File: config.mk
export PLATFORM = sky130hd
export DESIGN_NAME = bkpt_ack_ctrl
export DESIGN_NICKNAME = d
export VERILOG_FILES = /design/src/rtl/bkpt_pkg.sv /design/src/rtl/bkpt_match.sv /design/src/rtl/bkpt_timer.sv /design/src/rtl/bkpt_fsm.sv /design/src/rtl/bkpt_ack_ctrl.sv
export SDC_FILE = /design/constraint.sdc
export NUM_CORES = 1
export LEC_CHECK = 0
export BUFFER_PORTS_ARGS = -buffer_cell sky130_fd_sc_hd__buf_2
export CORE_MARGIN = 1
export CORE_UTILIZATION = 45
export DETAILED_ROUTE_END_ITERATION = 10
export PLACE_DENSITY_LB_ADDON = 0.05
export SLEW_MARGIN = 25
export SYNTH_ARGS = -nofsm -noshare
export SYNTH_HDL_FRONTEND = slang
export SYNTH_HIERARCHICAL = 1
export SYNTH_SLANG_ARGS = --single-unit
File: constraint.sdc
create_clock -name clk_i -period 3.4 [get_ports clk_i]
set_input_delay 0.34 -clock clk_i [delete_from_list [all_inputs] [get_ports clk_i]]
set_output_delay 0.34 -clock clk_i [all_outputs]
set_load 0.03 [all_outputs]
File: src/rtl/bkpt_pkg.sv
package bkpt_pkg;

  typedef enum logic [2:0] {
    ST_IDLE   = 3'd0,
    ST_READ   = 3'd1,
    ST_WAIT   = 3'd2,
    ST_INJECT = 3'd3,
    ST_EXCEPT = 3'd4
  } bk_state_e;

  localparam int unsigned NUM_W = 3;

endpackage

File: src/rtl/bkpt_match.sv
module bkpt_match #(
  parameter int unsigned OP_W    = 16,
  parameter logic [15:0] BASE_OP = 16'h4848
) (
  input  logic                          valid_i,
  input  logic [OP_W-1:0]               opcode_i,
  input  logic                          suppress_i,
  output logic                          hit_o,
  output logic [bkpt_pkg::NUM_W-1:0]    num_o
);
  import bkpt_pkg::*;

  localparam int unsigned HI_W = OP_W - NUM_W;

  logic [HI_W-1:0] base_hi;
  logic            range_hit;

  generate
    if (OP_W >= 16) begin : g_wide
      assign base_hi = HI_W'(BASE_OP[15:NUM_W]);
    end else begin : g_narrow
      assign base_hi = BASE_OP[OP_W-1:NUM_W];
    end
  endgenerate

  assign range_hit = (opcode_i[OP_W-1:NUM_W] == base_hi);
  assign hit_o     = valid_i && range_hit && !suppress_i;
  assign num_o     = opcode_i[NUM_W-1:0];

endmodule

File: src/rtl/bkpt_timer.sv
module bkpt_timer #(
  parameter int unsigned TMO_W = 8
) (
  input  logic             clk_i,
  input  logic             rst_ni,
  input  logic             active_i,
  input  logic             term_i,
  input  logic [TMO_W-1:0] lim_i,
  output logic             expire_o
);
  logic [TMO_W-1:0] cnt_q, cnt_d;
  logic [TMO_W-1:0] lim_eff;
  logic             cnt_en;

  assign lim_eff  = (lim_i == '0) ? TMO_W'(1) : lim_i;
  assign expire_o = active_i && !term_i && (cnt_q == lim_eff - TMO_W'(1));

  always_comb begin
    cnt_en = 1'b0;
    cnt_d  = cnt_q;
    if (!active_i) begin
      cnt_en = (cnt_q != '0);
      cnt_d  = '0;
    end else if (!expire_o && !term_i) begin
      cnt_en = 1'b1;
      cnt_d  = cnt_q + TMO_W'(1);
    end
  end

  always_ff @(posedge clk_i or negedge rst_ni) begin
    if (!rst_ni) begin
      cnt_q <= '0;
    end else if (cnt_en) begin
      cnt_q <= cnt_d;
    end
  end

endmodule

File: src/rtl/bkpt_fsm.sv
module bkpt_fsm (
  input  logic                 clk_i,
  input  logic                 rst_ni,
  input  logic                 hit_i,
  input  logic                 dec_valid_i,
  input  logic                 ack_i,
  input  logic                 err_i,
  input  logic                 expire_i,
  output bkpt_pkg::bk_state_e  state_o,
  output logic                 suppress_o,
  output logic                 start_o,
  output logic                 take_data_o
);
  import bkpt_pkg::*;

  bk_state_e state_q, state_d;
  logic      supp_q, supp_d, supp_en;

  always_comb begin
    state_d     = state_q;
    start_o     = 1'b0;
    take_data_o = 1'b0;
    unique case (state_q)
      ST_IDLE: begin
        if (hit_i) begin
          state_d = ST_READ;
          start_o = 1'b1;
        end
      end
      ST_READ:   state_d = ST_WAIT;
      ST_WAIT: begin
        if (err_i) begin
          state_d = ST_EXCEPT;
        end else if (ack_i) begin
          state_d     = ST_INJECT;
          take_data_o = 1'b1;
        end else if (expire_i) begin
          state_d = ST_EXCEPT;
        end
      end
      ST_INJECT: state_d = ST_IDLE;
      ST_EXCEPT: state_d = ST_IDLE;
      default:   state_d = ST_IDLE;
    endcase
  end

  always_comb begin
    supp_en = 1'b0;
    supp_d  = supp_q;
    if (state_q == ST_INJECT) begin
      supp_en = 1'b1;
      supp_d  = 1'b1;
    end else if (state_q == ST_IDLE && dec_valid_i && supp_q) begin
      supp_en = 1'b1;
      supp_d  = 1'b0;
    end
  end

  always_ff @(posedge clk_i or negedge rst_ni) begin
    if (!rst_ni) begin
      state_q <= ST_IDLE;
    end else begin
      state_q <= state_d;
    end
  end

  always_ff @(posedge clk_i or negedge rst_ni) begin
    if (!rst_ni) begin
      supp_q <= 1'b0;
    end else if (supp_en) begin
      supp_q <= supp_d;
    end
  end

  assign state_o    = state_q;
  assign suppress_o = supp_q;

endmodule

File: src/rtl/bkpt_ack_ctrl.sv
module bkpt_ack_ctrl #(
  parameter int unsigned OP_W    = 16,
  parameter int unsigned ADDR_W  = 32,
  parameter int unsigned TMO_W   = 8,
  parameter logic [15:0] BASE_OP = 16'h4848
) (
  input  logic              clk_i,
  input  logic              rst_ni,
  input  logic              dec_valid_i,
  input  logic [OP_W-1:0]   dec_opcode_i,
  input  logic [TMO_W-1:0]  timeout_lim_i,
  output logic              dec_stall_o,
  output logic              bus_req_o,
  output logic              bus_cpu_space_o,
  output logic [ADDR_W-1:0] bus_addr_o,
  input  logic              bus_ack_i,
  input  logic              bus_err_i,
  input  logic [OP_W-1:0]   bus_data_i,
  output logic              inj_valid_o,
  output logic [OP_W-1:0]   inj_opcode_o,
  output logic              illegal_req_o
);
  import bkpt_pkg::*;

  localparam int unsigned NUM_LSB = 2;

  // reset: asserted asynchronously, released through two flops
  logic rst_s1_q, rst_s2_q;
  always_ff @(posedge clk_i or negedge rst_ni) begin
    if (!rst_ni) begin
      rst_s1_q <= 1'b0;
      rst_s2_q <= 1'b0;
    end else begin
      rst_s1_q <= 1'b1;
      rst_s2_q <= rst_s1_q;
    end
  end
  logic rst_n;
  assign rst_n = rst_s2_q;

  bk_state_e            state;
  logic                 hit, suppress, start, take_data, expire, in_wait;
  logic [NUM_W-1:0]     num_w, num_q;
  logic [OP_W-1:0]      data_q;

  bkpt_match #(.OP_W(OP_W), .BASE_OP(BASE_OP)) u_match (
    .valid_i    (dec_valid_i),
    .opcode_i   (dec_opcode_i),
    .suppress_i (suppress),
    .hit_o      (hit),
    .num_o      (num_w)
  );

  assign in_wait = (state == ST_WAIT);

  bkpt_timer #(.TMO_W(TMO_W)) u_timer (
    .clk_i    (clk_i),
    .rst_ni   (rst_n),
    .active_i (in_wait),
    .term_i   (bus_ack_i || bus_err_i),
    .lim_i    (timeout_lim_i),
    .expire_o (expire)
  );

  bkpt_fsm u_fsm (
    .clk_i       (clk_i),
    .rst_ni      (rst_n),
    .hit_i       (hit),
    .dec_valid_i (dec_valid_i),
    .ack_i       (bus_ack_i),
    .err_i       (bus_err_i),
    .expire_i    (expire),
    .state_o     (state),
    .suppress_o  (suppress),
    .start_o     (start),
    .take_data_o (take_data)
  );

  always_ff @(posedge clk_i or negedge rst_n) begin
    if (!rst_n) begin
      num_q <= '0;
    end else if (start) begin
      num_q <= num_w;
    end
  end

  always_ff @(posedge clk_i or negedge rst_n) begin
    if (!rst_n) begin
      data_q <= '0;
    end else if (take_data) begin
      data_q <= bus_data_i;
    end
  end

  logic outstanding;
  assign outstanding = (state == ST_READ) || (state == ST_WAIT);

  always_comb begin
    bus_addr_o = '0;
    if (outstanding) begin
      bus_addr_o[NUM_LSB +: NUM_W] = num_q;
    end
  end

  assign bus_req_o       = outstanding;
  assign bus_cpu_space_o = outstanding;
  assign dec_stall_o     = (state != ST_IDLE);
  assign inj_valid_o     = (state == ST_INJECT);
  assign inj_opcode_o    = (state == ST_INJECT) ? data_q : '0;
  assign illegal_req_o   = (state == ST_EXCEPT);

endmodule

Yosys cells after proc, flatten, opt, wreduce, memory -nomap -nowiden
Index checks and enable logic that the tools add are counted.
Widths: inputs -> output; s select.
Cells by class
  multiplexer cells: 21
  reductions and logical operators: 20
  add/sub/neg operators: 2
  equality and inequality tests: 9
Operators with widths (count)
  $mux 8: 3
  $mux 16: 1
  $mux 3: 5
  $eq 13x12->1 const B: 1
  $mux 1: 11
  $pmux 3 s3: 1
  $add 8x1->8 const B: 1
  $eq 8x8->1: 1
  $logic_not 8->1: 1
  $reduce_bool 8->1: 1
  $sub 8x1->8 const B: 1
  $logic_and 1x1->1: 7
  $eq 3x2->1 const B: 2
  $reduce_and 2->1: 3
  $ne 2x2->1 const B: 2
  $ne 4x4->1 const B: 1
  $eq 3x1->1 const B: 1
  $eq 3x3->1 const B: 1
  $logic_not 1->1: 3
  $logic_not 3->1: 1
  $reduce_bool 3->1: 1
  $logic_or 1x1->1: 2
  $reduce_bool 2->1: 1
Word-level totals
  register bits: 33
  input bits: 45
  output and inout port bits: 53

Depth between registers and ports, before layout
Gate-level depths: netlist of the first run.
  depth in word-level cells: 10
  gate-level depth with buffers: 11

By module
Netlist of the first run, hierarchy kept.
By module, submodules not included
  bkpt_ack_ctrl: times used 1, cells an instance 102, area an instance 1208.7 um2, seq. area each 525.5 um2
  bkpt_timer: times used 1, cells an instance 96, area an instance 795.8 um2, seq. area each 200.2 um2
  bkpt_fsm: times used 1, cells an instance 21, area an instance 212.7 um2, seq. area each 100.1 um2
  bkpt_match: times used 1, cells an instance 8, area an instance 78.8 um2, seq. area each 0.0 um2

Worst setup path after synthesis of the first run
No wires, ideal clock.
  path kind: in2reg
  start: input timeout_lim_i[1]
  end: register u_fsm.state_q[1], in the netlist u_fsm/state_o[1]
  data required time: 3.280 ns
  path buffers: 1
  arrival time: 2.484 ns
  cell stages on the path: 11
  slack: 0.796 ns
  cells stage by stage: nor4_1 a21oi_1 ha_1 xnor2_1 a311o_1 a211oi_1 o2111a_2 buf_6 nor2b_1 nand2b_1 a41o_2
Between the ends
  cells in the longest elaborated chain, start to end: 7
RTL lines
  start, declared: RTL line bkpt_ack_ctrl.sv:11  | input logic [TMO_W-1:0] timeout_lim_i,
  $logic_not 8->1: RTL line bkpt_timer.sv:15  | assign lim_eff = (lim_i == '0) ? TMO_W'(1) : lim_i;
  $mux 8 *: RTL line bkpt_timer.sv:15
  $sub 8x1->8 *: RTL line bkpt_timer.sv:16  | assign expire_o = active_i && !term_i && (cnt_q == lim_eff - TMO_W'(1));
  $eq 8x8->1 *: RTL line bkpt_timer.sv:16
  $logic_and 1x1->1 *: RTL line bkpt_timer.sv:16
  net expire: RTL line bkpt_ack_ctrl.sv:42  | logic hit, suppress, start, take_data, expire, in_wait;
  $ne 4x4->1 (no source line) *
  $reduce_and 2->1 (no source line) *
  end signal, assigned: RTL line bkpt_fsm.sv:63  | state_q <= state_d;
  end, declared: RTL line bkpt_fsm.sv:16  | bk_state_e state_q, state_d;
Mark *: on every way through the listed nets, which the timed path passes. The rest lies on a longest branch.
A chain may end at the register's enable or synchronous reset.

Final worst setup path of the first run
  start: input timeout_lim_i[2]
  end: register u_fsm.state_q[1], in the netlist u_fsm/state_o[1]
Same word-level chain as after synthesis.

==> impl_metrics.yaml, run 1 <==
timing:
  fin_worst_skew_ps: 7.409
  fin_crit_ps: 2757
  rsz0062_at_grt: "no"
  hold_viol: 0
  hold_slack_ps: 180.9
  tightest_slew_ps: 532.2
  finalSetupViolations: 0
  finalSetupTns_ps: 0
  max_slew_margin: 0.6452
  min_period_over_period: 0.8110
  finalMaxSlewViolations: 0
  max_freq_mhz: 362.7
cts:
  cts_root_buf: "clkbuf_8"
  clk_path_buf_depth: 2
  cts_tree: "built"
  h-tree-depth: 2
  clk_pin_slew_worst_paths_ps: 70
  post_cts_buffers: 0
  clk_latency_ps: 280
  cts_buffers: 5
  clock-sinks: 33
critical_path:
  critPathBufInv: 1
  r2r_end: "u_fsm/state_o[1]"
  required_ps: 3560
  cpPeakStageDelay_ps: 410
  cp_slowest_cell: "nor3_1"
  critPathLaunchType: "input pin"
  end_kind: "register"
  r2r_slack_ps: 1250
  critPathTopFamily: "compound AO/OA/AOI/OAI gates"
  critical_path_class: "in -> reg"
  r2r_start: "u_timer/cnt_q[5]"
  crit_chain: "buf_2 -> nor3_1 -> a21oi_1 -> ha_1 -> xnor2_1 -> a311o_1 -> a211oi_1 -> o2111a_2 -> nor2b_1 -> nand2b_1 -> a41o_2"
  worstRegToRegCells: 7
  cp.arrival_ps: 2920
  crit_fanout: 12
pwr:
  comb_power_share: 0.131
  switching_share: 0.2453
  power.total_mw: 0.8659
  leakage_nw: 1.331
  p_per_area_nw_per_um2: 325.8
  p_int_mw: 0.6535
  power_frac_seq: 0.470
  vdd_drop_max_v: 0.0001570
  power.switching_mw: 0.2124
  clockPowerShare: 0.399
layout:
  nFillCells: 447
  fin_nets: 341
  layout_common_cells: "68 x buf_2, 33 x dfrtp_1, 30 x conb_1"
  diodes: 0
  finalNonFillerCells: 360
  drive_gt1_frac: 0.4300
  syn_to_final_growth_pct: 15.75
  final_common_cell: "buf_2"
  utilization: 0.5517
floorplan:
  die_w_um: 73.43
  die_h_um: 73.43
  start_util: 0.4766
  ios: 98
  rows: 25
  core_um2: 4817
  fp.dieArea_um2: 5392
synthesis:
  synth.area.top_cells: "dfrtp_1 36%, buf_4 11%, mux2_2 9.3%, and2_4 3.4%, nor3b_1 2.9%"
  syn-cell-area_um2: 2296
  synth-seq-cells: 33
  synth_cells: 227
  ys_types: 53
  synth_area_per_cell_um2: 10.11
  synth-edff-count: 0
  yosysSeqAreaShare: 0.3597
  yosys_warnings: 6
  yosysTopAreaCellShare: 0.3597
  yosysTopAreaCell: "dfrtp_1"
  synth_ff_type: "dfrtp_1"
  async_flop_share: 1.000
hold_path:
  hold_path.class: "reg -> async"
route:
  drcViolationCount: 0
  drtPass1Iterations: 4
  via_per_inst: 4.894
  routed_wl_um: 4039
  dr_total_vias: 1762
  final_antenna_net_count: 0
  wl_per_cell_um: 11.22
  drt_first_iter_violations: 64
place:
  dp_cells: 352
  portBuffers: 68
  routabilityCongestion: 0.7745
  dp_hpwl_um: 3137
grt:
  grt_util_all_layers: 0.1628
  gr-total-overflow: 0
  grt_max_degree: 22
  grt_pass1_vias: 1553
  antenna_found_initial: 0
  grt_pass1_wl_um: 6789
outcome:
  status: "finished clean"
job:
  max_cap_viol_count: 0
[area by class of cell]
class	instances	area (um^2)	area share
clock inverter	2	35.03	0.01318
multi-input combinational	174	1245	0.4685
timing repair buffer	72	372.9	0.1403
tap	67	83.83	0.03154
clock buffer	5	68.82	0.02589
inverter	7	26.28	0.009887
sequential	33	825.8	0.3107
[cell families (layout without fill, tap and decap cells)]
| family | after synthesis | after routing | share of synthesized area |
|---|---|---|---|
| AOI/OAI and AO/OA | 27 | 27 | 0.08719 |
| xor gates and xnor gates | 9 | 9 | 0.03433 |
| adders and majority gates | 3 | 3 | 0.01635 |
| buffers and inverters | 48 | 86 | 0.1439 |
| DFF | 33 | 33 | 0.3597 |
| muxes | 23 | 23 | 0.1150 |
| other | 2 | 30 | 0.003271 |
| and+or+nand+nor | 82 | 82 | 0.2403 |
[layer usage]
metal,routed length [um],vias to the layer above,GRT usage
met2,1942,64,0.2737
met5,0,-,0
met3,207,5,0.04527
li1,-,863,-
met1,1873,830,0.2099
met4,15,0,0.03419
[Yosys cell counts (all sizes together) (4+ instances only)]
cell,n
inv,7
mux2,21
nor3b,10
xnor2,7
a21oi,4
dfrtp,33
nand2,7
nor2,12
buf,39
or3,5
o211ai,4
and2,17
nand2b,5
[stage by stage]
| stage | worst slack [ps] | instance area, um^2 |
|---|---|---|
| 4_1_cts | 652.5 | 2658 |
| 3_5_place_dp | 344.8 | 2544 |
| 6_report | 642.8 | 2658 |
| 5_1_grt | 500.4 | 2658 |
| 2_1_floorplan | 796.0 | 2401 |
| 3_3_place_gp | 475.9 | 2544 |
[worst reg2reg max path, stage by stage, from the launching register on]
cell      delay (ps)
dfrtp_1          460
inv_1             90
or4_4            530
o211ai_2          90
o2111a_2         360
nor2b_1          170
nand2b_1          80
a41o_2           270
[sequential cells by signal (all words and copies together), names as in the netlist]
signal and cells:
u_timer/cnt_q 8, u_fsm/suppress_o 1, u_fsm/state_o 3, rst_n 1, num_q 3, rst_s1_q 1
data_q 16
[timing repair]
| action | 4_1_cts | 5_1_grt |
|---|---|---|
| resized for setup | 0 | 0 |
| hold buffers | 1 | 0 |
| endpoints found under the hold margin | 2 | 0 |
[power by group through the flow]
stage / Clock [mW] / Sequential, mW / Combinational, mW
floorplan: 0 / 0.416 / 0.101
global placement: 0 / 0.414 / 0.112
detailed placement: 0 / 0.415 / 0.113
CTS: 0.358 / 0.407 / 0.114
global route: 0.376 / 0.408 / 0.125
finish: 0.346 / 0.407 / 0.113
[worst max path at each step]
| stage | to | slack [ps] | startpoint | cells past startpoint |
|---|---|---|---|---|
| after floorplan | u_fsm/state_o[1] | 800 | timeout_lim_i[1] | 11 |
| after global placement | u_fsm/state_o[1] | 480 | timeout_lim_i[2] | 11 |
| after detailed placement | u_fsm/state_o[1] | 340 | timeout_lim_i[2] | 11 |
| after CTS | u_fsm/state_o[1] | 650 | timeout_lim_i[2] | 11 |
| after global routing | u_fsm/state_o[1] | 500 | timeout_lim_i[2] | 11 |
| final | u_fsm/state_o[1] | 640 | timeout_lim_i[2] | 11 |
No activity file was read; power rests on OpenSTA's default activity.
==> inputs of run 2 (changes only) <==
--- a/config.mk
+++ b/config.mk
@@ -5,6 +5,7 @@
 export SDC_FILE = /design/constraint.sdc
 export NUM_CORES = 1
 export LEC_CHECK = 0
+export ABC_AREA = 1
 export BUFFER_PORTS_ARGS = -buffer_cell sky130_fd_sc_hd__buf_2
 export CORE_MARGIN = 1
 export CORE_UTILIZATION = 45
==> constraint.sdc (replaced) <==
create_clock -name clk_i -period 2.65 [get_ports clk_i]
set_input_delay 0.265 -clock clk_i [delete_from_list [all_inputs] [get_ports clk_i]]
set_output_delay 0.265 -clock clk_i [all_outputs]
set_load 0.03 [all_outputs]
==> run 2 against run 1 <==
Area after synthesis increased by 4.6%. First-iteration DRC count increased by 39%. Routed wire length rose by 11%. Critical path depth up 8. Non-clock buffer count down 1. Combinational power rose to 8.2 times the previous value. Design area increased by 4.8%. Clock skew down 4.2 ps. Critical path type unchanged. Largest power group is now combinational cells. Highest routed layer is now met3.
==> impl_metrics.yaml, run 2 <==
synthesis:
  async_flop_share: 1.000
  ys_types: 32
  syn-cell-area_um2: 2401
  synth_top_family_by_area: "simple AND/OR/NAND/NOR gates"
  yosysTopAreaCellShare: 0.3439
  synth_xor_area_frac: 0.03283
  synth.most_common_cell: "nand2_1"
  synth-seq-cells: 33
  synthAdderAreaFrac: 0.01563
  synth_compound_area_frac: 0.05941
  synth_area_per_cell_um2: 6.860
  synthTopCellsByCount: "83 x nand2_1, 52 x inv_1, 45 x nor2_1"
  yosys.area_share.simple: 0.3309
  synth_cells: 350
  synth-edff-count: 0
  synth_ff_type: "dfrtp_1"
  muxShareOfSynthArea: 0
  synth.area.top_cells: "dfrtp_1 34%, nand2_1 13%, buf_4 10%, inv_1 8.1%, nor2_1 7.0%"
  yosysTopAreaCell: "dfrtp_1"
  yosys_warnings: 6
  yosysSeqAreaShare: 0.3439
timing:
  hold_viol: 0
  rsz0062_at_grt: "no"
  max_freq_mhz: 478.8
  fin_worst_skew_ps: 3.229
  finalMaxSlewViolations: 0
  finalSetupViolations: 0
  tightest_slew_ps: 782.5
  max_slew_margin: 0.4778
  finalSetupTns_ps: 0
  fin_crit_ps: 2088
  min_period_over_period: 0.7881
pwr:
  switching_share: 0.4305
  clockPowerShare: 0.221
  leakage_nw: 1.588
  power.switching_mw: 0.9303
  power_frac_seq: 0.349
  p_per_area_nw_per_um2: 775.4
  comb_power_share: 0.430
  p_int_mw: 1.230
  vdd_drop_max_v: 0.0009143
floorplan:
  fp.dieArea_um2: 5632
  die_w_um: 75.05
  die_h_um: 75.05
  ios: 98
  rows: 26
  start_util: 0.4701
  core_um2: 5107
critical_path:
  cp.arrival_ps: 2300
  critical_path_class: "in -> reg"
  critPathBufInv: 3
  cpMostUsedCell: "nand2_1"
  critPathLaunchType: "input pin"
  crit_chain: "buf_2 -> nor2_1 -> nand2_2 -> o21ai_2 -> inv_1 -> ha_1 -> inv_1 -> nand2_1 -> nand3_1 -> nand2_1 -> a21oi_2 -> nand2_1 -> nor2_2 -> nand3_2 -> nor3_1 -> nor2_1 -> nand2_1 -> nand2_1 -> nor2_1"
  cp_slowest_cell: "ha_1"
  end_kind: "register"
  cpPeakStageDelay_ps: 240
  required_ps: 2860
  crit_fanout: 5
  critPathTopFamily: "simple AND/OR/NAND/NOR gates"
layout:
  syn_to_final_growth_pct: 16.05
  fin_nets: 465
  final_common_cell: "nand2_1"
  finalNonFillerCells: 488
  drive_gt1_frac: 0.2536
  largest_register: "data_q"
  largest_reg_flops: 16
  largestRegisters: "data_q (16), u_timer/cnt_q (8)"
  diodes: 0
  utilization: 0.5456
  layout_common_cells: "83 x nand2_1, 68 x buf_2, 52 x inv_1"
place:
  portBuffers: 68
  dp_hpwl_um: 3607
  routabilityCongestion: 0.8737
  dp_cells: 479
cts:
  clk_pin_slew_worst_paths_ps: 60
  clk_path_buf_depth: 2
  cts_resized: 0
  cts_buffers: 5
  h-tree-depth: 2
  cts_root_buf: "clkbuf_8"
  cts_tree: "built"
  clk_latency_ps: 270
  cts_hold_buf: 1
  clock-sinks: 33
  post_cts_buffers: 0
route:
  wl_per_cell_um: 9.197
  drtPass1Iterations: 4
  drcViolationCount: 0
  drt_first_iter_violations: 89
  dr_total_vias: 2092
  via_per_inst: 4.287
  routed_wl_um: 4488
  final_antenna_net_count: 0
outcome:
  status: "finished clean"
grt:
  antenna_found_initial: 0
  grt_util_all_layers: 0.1711
  gr-total-overflow: 0
  grt_max_degree: 33
  grt_pass1_wl_um: 7500
  grt_pass1_vias: 1792
hold_path:
  hold_path.class: "in -> reg"
job:
  max_cap_viol_count: 0
## run 2: cell types whose count changed after synthesis, sizes merged, moves of 4 or more
cell | previous run | this run
and2 | 17 | 0
nand3 | 3 | 19
nor3 | 3 | 8
nand2 | 7 | 91
xor2 | 2 | 6
o211ai | 4 | 0
xnor2 | 7 | 3
nand2b | 5 | 0
nor3b | 10 | 0
nor2 | 12 | 54
or3 | 5 | 0
inv | 7 | 58
mux2 | 21 | 0
o21ai | 3 | 23
## run 2: cell families after synthesis
family / Yosys count
buffers and inverters: 99
other: 2
XOR/XNOR: 9
AO/OA/AOI/OAI: 26
adder cells (fa/ha/maj): 3
flip-flops: 33
AND/OR/NAND/NOR: 178
## run 2: worst paths after layout
| kind | from | end | slack [ps] | depth (start not counted) |
|---|---|---|---|---|
| setup reg to reg | u_fsm/state_o[2] | data_q[2] | 840 | 6 |
| setup / recovery | timeout_lim_i[4] | u_fsm/state_o[2] | 560 | 19 |
| min in group asynchronous | rst_n | data_q[2] | 280 | 0 |
| max in group asynchronous | rst_n | data_q[0] | 1790 | 1 |
| hold / removal | bus_data_i[7] | data_q[7] | 190 | 3 |
| hold reg to reg | rst_n | data_q[2] | 280 | 0 |
## run 2: metrics by stage
step | area [um^2] | hold WS, ps | power [mW] | setup slack (ps)
CTS | 2786 | 184.7 | 2.181 | 565.1
global placement | 2660 | 51.44 | 1.694 | 376.0
floorplan | 2506 | -30.59 | 1.514 | 642.6
detailed placement | 2660 | 52.47 | 1.697 | 265.0
global route | 2786 | 200.6 | 2.329 | 338.4
finish | 2786 | 190.0 | 2.161 | 561.7
## run 2: power by group through the flow
stage,clock network [mW],logic (mW),registers [mW]
6_report,0.478,0.929,0.755
5_1_grt,0.507,1.04,0.779
4_1_cts,0.487,0.938,0.756
3_5_place_dp,0,0.932,0.765
3_3_place_gp,0,0.932,0.762
2_1_floorplan,0,0.771,0.743
## run 2: worst register-to-register path, delay by kind of cell, from the launching register on
| family | cells | cell delay [ps] |
|---|---|---|
| compound gates | 1 | 230 |
| buf+inv | 2 | 680 |
| simple gates | 3 | 280 |
| flops | 1 | 460 |
## run 2: per-layer routing
layer	wire length (um)	track usage	share of wire	up-vias
li1	-	-	-	1124
met1	2153	0.2261	0.48	913
met2	2112	0.2883	0.47	55
met3	223	0.04819	0.050	0
met4	0	0.01887	0	0
met5	0	0	0	-
## run 2: layout make-up
class                           count  area [um^2]
Tap cell                           70        87.58
Sequential cell                    33        825.8
Multi-Input combinational cell    246         1166
Inverter                           60        225.2
Clock inverter                      1        30.03
Fill cell                         548         2321
Clock buffer                        7        86.33
Timing Repair Buffer               71        365.4
